==> src/rtl/sclk_divgen_pkg.sv <==
package sclk_divgen_pkg;

  typedef struct packed {
    logic cpol;
    logic cpha;
  } spi_mode_t;

  // True when an edge with the given lead/trail position is a sampling edge.
  function automatic logic is_sample_edge(input logic cpha, input logic leading);
    return cpha ? !leading : leading;
  endfunction

endpackage

==> src/rtl/sclk_cfg_hold.sv <==
module sclk_cfg_hold
  import sclk_divgen_pkg::*;
#(
  parameter int PSC_W = 8,
  parameter int SCR_W = 8,
  localparam int HW = PSC_W - 1
) (
  input  logic             clk,
  input  logic             rst_n,
  input  logic             run_i,
  input  logic [PSC_W-1:0] psc_i,
  input  logic [SCR_W-1:0] scr_i,
  input  spi_mode_t        mode_i,
  output logic             active_o,
  output logic [HW-1:0]    half_m1_o,
  output logic [SCR_W-1:0] scr_o,
  output spi_mode_t        mode_o
);

  logic [HW-1:0] half_raw;
  logic [HW-1:0] half_m1_d;

  // bit 0 of the prescale is dropped; a zero prescale acts as two
  assign half_raw  = psc_i[PSC_W-1:1];
  assign half_m1_d = (half_raw == '0) ? '0 : half_raw - HW'(1);

  always_ff @(posedge clk or negedge rst_n) begin
    if (!rst_n) begin
      active_o  <= 1'b0;
      half_m1_o <= '0;
      scr_o     <= '0;
      mode_o    <= '0;
    end else begin
      active_o <= run_i;
      if (!active_o) begin
        half_m1_o <= half_m1_d;
        scr_o     <= scr_i;
        mode_o    <= mode_i;
      end
    end
  end

  AST_CFG_FROZEN: assert property (@(posedge clk) disable iff (!rst_n)
    (active_o && $past(active_o)) |->
      (half_m1_o == $past(half_m1_o) && scr_o == $past(scr_o) && mode_o == $past(mode_o)))
    else $error("configuration changed inside a frame");

endmodule

==> src/rtl/sclk_stage_cnt.sv <==
module sclk_stage_cnt #(
  parameter int W = 8
) (
  input  logic         clk,
  input  logic         rst_n,
  input  logic         en_i,
  input  logic         adv_i,
  input  logic [W-1:0] limit_i,
  output logic         wrap_o
);

  logic [W-1:0] cnt_q;

  assign wrap_o = en_i && adv_i && (cnt_q == limit_i);

  always_ff @(posedge clk or negedge rst_n) begin
    if (!rst_n)       cnt_q <= '0;
    else if (!en_i)   cnt_q <= '0;
    else if (wrap_o)  cnt_q <= '0;
    else if (adv_i)   cnt_q <= cnt_q + W'(1);
  end

  AST_CNT_IN_RANGE: assert property (@(posedge clk) disable iff (!rst_n)
    en_i |-> (cnt_q <= limit_i))
    else $error("stage counter past its limit");

  AST_CNT_CLEARED_IDLE: assert property (@(posedge clk) disable iff (!rst_n)
    !en_i |=> (cnt_q == '0))
    else $error("stage counter not cleared while idle");

endmodule

==> src/rtl/sclk_phase.sv <==
module sclk_phase
  import sclk_divgen_pkg::*;
(
  input  logic clk,
  input  logic rst_n,
  input  logic en_i,
  input  logic edge_i,
  input  logic idle_lvl_i,
  input  logic cpha_i,
  output logic sclk_o,
  output logic sample_o,
  output logic shift_o,
  output logic bit_o
);

  logic lead_q;
  logic smp_edge;

  assign smp_edge = is_sample_edge(cpha_i, lead_q);
  assign sample_o = edge_i && smp_edge;
  assign shift_o  = edge_i && !smp_edge;
  assign bit_o    = edge_i && !lead_q;

  always_ff @(posedge clk or negedge rst_n) begin
    if (!rst_n) begin
      sclk_o <= 1'b0;
      lead_q <= 1'b1;
    end else if (!en_i) begin
      sclk_o <= idle_lvl_i;
      lead_q <= 1'b1;
    end else if (edge_i) begin
      sclk_o <= !sclk_o;
      lead_q <= !lead_q;
    end
  end

  AST_SCLK_MOVES_ON_EDGE: assert property (@(posedge clk) disable iff (!rst_n)
    ($past(en_i) && !$past(edge_i)) |-> (sclk_o == $past(sclk_o)))
    else $error("serial clock moved without an edge strobe");

  AST_STROBES_EXCLUSIVE: assert property (@(posedge clk) disable iff (!rst_n)
    !(sample_o && shift_o))
    else $error("sample and shift strobes together");

  AST_BIT_ON_TRAIL: assert property (@(posedge clk) disable iff (!rst_n)
    bit_o |=> (lead_q && sclk_o != $past(sclk_o)))
    else $error("bit strobe not on a trailing edge");

endmodule

==> src/rtl/sclk_divgen.sv <==
module sclk_divgen
  import sclk_divgen_pkg::*;
#(
  parameter int PSC_W = 8,
  parameter int SCR_W = 8
) (
  input  logic             clk,
  input  logic             rst_n,
  input  logic             run_i,
  input  logic [PSC_W-1:0] psc_i,
  input  logic [SCR_W-1:0] scr_i,
  input  logic             cpol_i,
  input  logic             cpha_i,
  output logic             sclk_o,
  output logic             edge_o,
  output logic             bit_o,
  output logic             sample_o,
  output logic             shift_o
);

  localparam int HW = PSC_W - 1;

  logic             active;
  logic [HW-1:0]    half_m1;
  logic [SCR_W-1:0] scr_hold;
  spi_mode_t        mode_in;
  spi_mode_t        mode_hold;
  logic             run_en;
  logic             pre_wrap;
  logic             idle_lvl;

  assign mode_in = '{cpol: cpol_i, cpha: cpha_i};

  sclk_cfg_hold #(.PSC_W(PSC_W), .SCR_W(SCR_W)) u_cfg (
    .clk      (clk),
    .rst_n    (rst_n),
    .run_i    (run_i),
    .psc_i    (psc_i),
    .scr_i    (scr_i),
    .mode_i   (mode_in),
    .active_o (active),
    .half_m1_o(half_m1),
    .scr_o    (scr_hold),
    .mode_o   (mode_hold)
  );

  assign run_en   = active && run_i;
  assign idle_lvl = active ? mode_hold.cpol : cpol_i;

  // stage 1: prescaler, half of the even prescale per half-period unit
  sclk_stage_cnt #(.W(HW)) u_pre (
    .clk    (clk),
    .rst_n  (rst_n),
    .en_i   (run_en),
    .adv_i  (1'b1),
    .limit_i(half_m1),
    .wrap_o (pre_wrap)
  );

  // stage 2: rate divider, 1 + rate value prescaler wraps per half-period
  sclk_stage_cnt #(.W(SCR_W)) u_rate (
    .clk    (clk),
    .rst_n  (rst_n),
    .en_i   (run_en),
    .adv_i  (pre_wrap),
    .limit_i(scr_hold),
    .wrap_o (edge_o)
  );

  sclk_phase u_phase (
    .clk       (clk),
    .rst_n     (rst_n),
    .en_i      (run_en),
    .edge_i    (edge_o),
    .idle_lvl_i(idle_lvl),
    .cpha_i    (mode_hold.cpha),
    .sclk_o    (sclk_o),
    .sample_o  (sample_o),
    .shift_o   (shift_o),
    .bit_o     (bit_o)
  );

  AST_IDLE_QUIET: assert property (@(posedge clk) disable iff (!rst_n)
    !active |-> !(edge_o || sample_o || shift_o || bit_o))
    else $error("strobe while idle");

  AST_IDLE_LEVEL: assert property (@(posedge clk) disable iff (!rst_n)
    $past(!active) |-> (sclk_o == $past(cpol_i)))
    else $error("idle level does not follow polarity");

endmodule

==> config.mk <==
export PLATFORM = sky130hd
export DESIGN_NAME = sclk_divgen
export DESIGN_NICKNAME = d
export VERILOG_FILES = /design/src/rtl/sclk_divgen_pkg.sv /design/src/rtl/sclk_cfg_hold.sv /design/src/rtl/sclk_stage_cnt.sv /design/src/rtl/sclk_phase.sv /design/src/rtl/sclk_divgen.sv
export SDC_FILE = /design/constraint.sdc
export NUM_CORES = 1
export LEC_CHECK = 0
export ABC_AREA = 1
export BUFFER_PORTS_ARGS = -buffer_cell sky130_fd_sc_hd__buf_2
export CORE_MARGIN = 1
export CORE_UTILIZATION = 48
export DETAILED_ROUTE_END_ITERATION = 12
export PLACE_DENSITY = 0.68
export SLEW_MARGIN = 30
export SYNTH_ARGS = -nofsm -noshare
export SYNTH_HDL_FRONTEND = slang
export SYNTH_HIERARCHICAL = 1
export SYNTH_SLANG_ARGS = --single-unit
==> constraint.sdc <==
create_clock -name clk -period 2.1 [get_ports clk]
set_clock_uncertainty 0.2 [all_clocks]
set_input_delay 0.42 -clock clk [delete_from_list [all_inputs] [get_ports clk]]
set_output_delay 0.42 -clock clk [all_outputs]
set_load 0.03 [all_outputs]
==> PnR_summary.wiki <==
{| class="wikitable"
! Metric !! Value
|-
| Outcome || complete, but fails checks
|-
| Violations in the final reports || setup timing
|-
| Post-detailed-route DRC marker count || 0
|-
| Post-route insts no fill || 390
|-
| DRT iter0 DRCs || ~120
|-
| Via count of the first global-routing pass || 1700
|-
| Final Critical Period || 2.58 ns
|-
| Post-Synth Adder-Cell Area || 0.0241
|-
| Sw Ratio || 0.274
|-
| Total congestion overflow || 0
|-
| Worst hold-check path type || primary input to register
|-
| Number of buffers created by CTS || 5
|-
| Combinational share of power || 0.145
|-
| Largest family of logic cells by synthesized area || simple AND/OR/NAND/NOR gates
|-
| Switching power || 0.386 mW
|-
| Number of rows created at floorplan || 23
|-
| DR WL/cell || 10.9 um
|-
| Final weighted congestion in routability-driven placement || ~0.78
|-
| Worst Path Required || 1.48 ns
|-
| Final Hold Vio Count || 0
|-
| Data arrival, critical path || 1.96 ns
|-
| Clk sinks || 35
|-
| Number of antenna violations at the first check in global routing || 0
|-
| Core footprint || ~4100 sq um
|-
| Kind of critical path || register to output pin
|-
| Total number of H-tree levels || 2
|-
| Fraction of the mapped netlist area in simple logic gates || 0.354
|-
| CP max FO || 4
|-
| Clock insertion delay at the later pin of the skew report || 0.28 ns
|-
| Sequential share of power || 0.523
|-
| Setup TNS Final || -1.75 ns
|-
| Vias per cell || 4.66
|-
| Average size of a mapped cell || 7.40 sq um
|-
| Final number of setup-violating endpoints || 4
|-
| Maximum vdd drop || 0.382 mV
|-
| Layout area overhead || 27.8%
|-
| Total detailed-routing wirelength || 4240 um
|-
| Cells along the critical path || xnor2_2, nand2_1, nor2_2, nand2_2, nor2_4, nand2_2, nor2_4, clkinvlp_4, nor2_4, buf_6
|-
| Number of port buffers || 24
|-
| DIE WIDTH || 67.8 um
|-
| Number of antenna diodes || 0
|-
| PnR Total Power || 1.41 mW
|-
| Area enclosed by the die boundary || 4600 sq um
|-
| Clock Power Share || 0.332
|-
| Post-synth design cell area || 2080 sq um
|-
| Routed vias || 1819
|-
| DP Wirelength || 2990 um
|-
| Most common cell type on the critical path || sky130_fd_sc_hd__nor2_4
|-
| Number of standard cells after synthesis || 281
|-
| Clock transition at the registers of the reported paths || approximately 0.070 ns
|-
| I/O pins || 26
|-
| Compound-cell area share of the yosys netlist || 0.0349
|-
| First-pass GRT wire length || 7440 um
|-
| Max-cap violation count || 0
|-
| Unrepaired setup endpoints after global routing || true
|-
| Warnings from Yosys || 6
|-
| Antenna Violating Nets Remaining || 0
|-
| Startpoint class of the critical path || register
|-
| PD cells || 531 nW/um^2
|-
| Buffer depth of the longest clock path || 2
|-
| Number of filler instances in the final layout || roughly 380
|-
| Sort of element at the end of the critical path || output pin
|-
| TritonCTS clock tree || built
|-
| Final setup margin || -0.478 ns
|-
| Count of cell types in the netlist || 26
|-
| Share of layout cells above drive strength 1 || 0.274
|-
| Number of synthesized register bits || 35
|-
| Worst-case hold slack || 0.0569 ns
|-
| Count of placed standard cells including taps || 375
|-
| Slowest stage cell, crit path || sky130_fd_sc_hd__dfrtp_1
|-
| Leakage power of the design || 1.42 nW
|-
| Max-slew violation count || 0
|-
| Clock root buffer master || sky130_fd_sc_hd__clkbuf_8
|-
| Maximum cell stage delay along the critical path || roughly 0.41 ns
|-
| Cell internal power dissipation || 1.02 mW
|-
| GRT Overall Usage || 0.221
|-
| Commonest non-fill, non-tap cell in the layout || sky130_fd_sc_hd__nand2_1
|-
| Post-layout util || 0.651
|-
| Xor and xnor fraction of the mapped netlist area || 0.0884
|-
| Initial standard-cell utilization of the core || 0.509
|-
| Highest clock frequency the design can meet || 388 MHz
|-
| Share of the yosys chip area belonging to registers || 0.422
|-
| First-pass iteration count of the detailed router || 4
|-
| Maximum number of pins on one net before global-route repair || 36
|-
| Share of synthesized area spent on multiplexers || 0
|-
| Die height || 67.8 um
|-
| Total number of nets in the final design || around 360
|-
| Commonest non-fill, non-tap cells in the layout || sky130_fd_sc_hd__nand2_1 (121), sky130_fd_sc_hd__dfrtp_1 (33), sky130_fd_sc_hd__inv_1 (30), sky130_fd_sc_hd__buf_4 (28), sky130_fd_sc_hd__buf_2 (20)
|-
| Crit share post-route || 1.23
|}
[final cells by class]
| cell class | count | area (sq um) | share of cell area |
|---|---|---|---|
| clock buffer | 5 | 68.8 | 0.0259 |
| clock inverter | 3 | 15.0 | 0.00565 |
| inverter | 33 | 128 | 0.0480 |
| multi-input combinational | 209 | 1110 | 0.417 |
| sequential | 35 | 878 | 0.330 |
| tap | 50 | 62.6 | 0.0235 |
| timing repair buffer | 55 | 397 | 0.149 |
[worst max-delay path: cells and delay by family, from the launching register on]
| kind | cells | cell delay (ns) |
|---|---|---|
| simple gates | 7 | 0.75 |
| xor+xnor | 1 | 0.17 |
| buf+inv | 2 | 0.33 |
| flops | 1 | 0.41 |
[stage by stage]
step           instance area (sq um)  setup slack (ns)
2_1_floorplan                   2110            -0.279
3_3_place_gp                    2460            -0.210
3_5_place_dp                    2460            -0.200
4_1_cts                         2620            -0.460
5_1_grt                         2660            -0.633
6_report                        2660            -0.478
[per-layer routing]
metal / share of wire / GRT usage / vias up
li1: - / - / 969
met1: 0.49 / 0.296 / 810
met2: 0.46 / 0.345 / 33
met3: 0.036 / 0.0567 / 7
met4: 0.014 / 0.0781 / 0
met5: 0 / 0 / -
[power by group through the flow]
stage | Clock [mW] | Sequential (mW) | Combinational (mW)
6_report | 0.468 | 0.738 | 0.205
3_3_place_gp | 0 | 0.749 | 0.191
4_1_cts | 0.487 | 0.737 | 0.201
5_1_grt | 0.523 | 0.742 | 0.235
2_1_floorplan | 0 | 0.751 | 0.116
3_5_place_dp | 0 | 0.750 | 0.196
[logic make-up after synthesis]
group / after synthesis
AO/OA/AOI/OAI: 10
XOR/XNOR: 21
adder cells (fa/ha/maj): 4
buffers and inverters: 38
flip-flops: 35
other: 1
AND/OR/NAND/NOR: 172
[repair_timing]
action | 4_1_cts | 5_1_grt
buffers inserted | 3 | 3
hold buffers | 1 | 0
pin swaps | 7 | 4
gates resized for setup | 14 | 4
endpoints found under the hold margin | 34 | 0
endpoints found under the setup margin | 4 | 6
[flip-flops by register name, summed over array words and instances (netlist names)]
register and flops:
u_cfg/active_o 1, u_cfg/half_m1_o 7, u_cfg/mode_o 2, u_cfg/scr_o 8
u_phase/lead_q 1, u_phase/sclk_o 1, u_pre/cnt_q 7, u_rate/cnt_q 8
[cells in the mapped netlist]
| library cell | count | area (sq um) |
|---|---|---|
| sky130_fd_sc_hd__inv_2 | 2 | 7.51 |
| sky130_fd_sc_hd__ha_1 | 4 | 50.1 |
| sky130_fd_sc_hd__buf_4 | 1 | 7.51 |
| sky130_fd_sc_hd__nand2_1 | 122 | 458 |
| sky130_fd_sc_hd__nand3_1 | 17 | 85.1 |
| sky130_fd_sc_hd__o21ai_1 | 1 | 5.00 |
| sky130_fd_sc_hd__buf_6 | 1 | 11.3 |
| sky130_fd_sc_hd__xnor2_1 | 13 | 114 |
| sky130_fd_sc_hd__nor2_1 | 17 | 63.8 |
| sky130_fd_sc_hd__nand3_2 | 2 | 20.0 |
| sky130_fd_sc_hd__buf_2 | 2 | 10.0 |
| sky130_fd_sc_hd__nand2_4 | 2 | 22.5 |
| sky130_fd_sc_hd__clkbuf_2 | 1 | 5.00 |
| sky130_fd_sc_hd__o21ai_2 | 6 | 52.6 |
| sky130_fd_sc_hd__o21ai_0 | 3 | 15.0 |
| sky130_fd_sc_hd__nor2_2 | 2 | 12.5 |
| sky130_fd_sc_hd__dfrtp_1 | 34 | 851 |
| sky130_fd_sc_hd__nor3_2 | 1 | 10.0 |
| sky130_fd_sc_hd__nand2_2 | 2 | 12.5 |
| sky130_fd_sc_hd__nor2_4 | 1 | 11.3 |
| sky130_fd_sc_hd__nand4_1 | 4 | 25.0 |
| sky130_fd_sc_hd__xor2_1 | 8 | 70.1 |
| sky130_fd_sc_hd__dfstp_2 | 1 | 26.3 |
| sky130_fd_sc_hd__nand3b_1 | 2 | 15.0 |
| sky130_fd_sc_hd__inv_1 | 31 | 116 |
| sky130_fd_sc_hd__conb_1 | 1 | 3.75 |
[final timing paths]
kind	start	endpoint	slack, ns	cells after the start
worst max-delay path	u_cfg/half_m1_o[2]	bit_o	-0.48	10
worst min-delay path	run_i	u_cfg/active_o	0.06	1
worst max register to register	u_cfg/half_m1_o[2]	u_phase/sclk_o	0.09	11
worst min register to register	u_cfg/mode_o[1]	u_cfg/mode_o[1]	0.29	2
max in group asynchronous	rst_n	u_phase/lead_q	1.03	3
min in group asynchronous	rst_n	u_rate/cnt_q[4]	0.42	3
(Power assumes the default switching activity.)
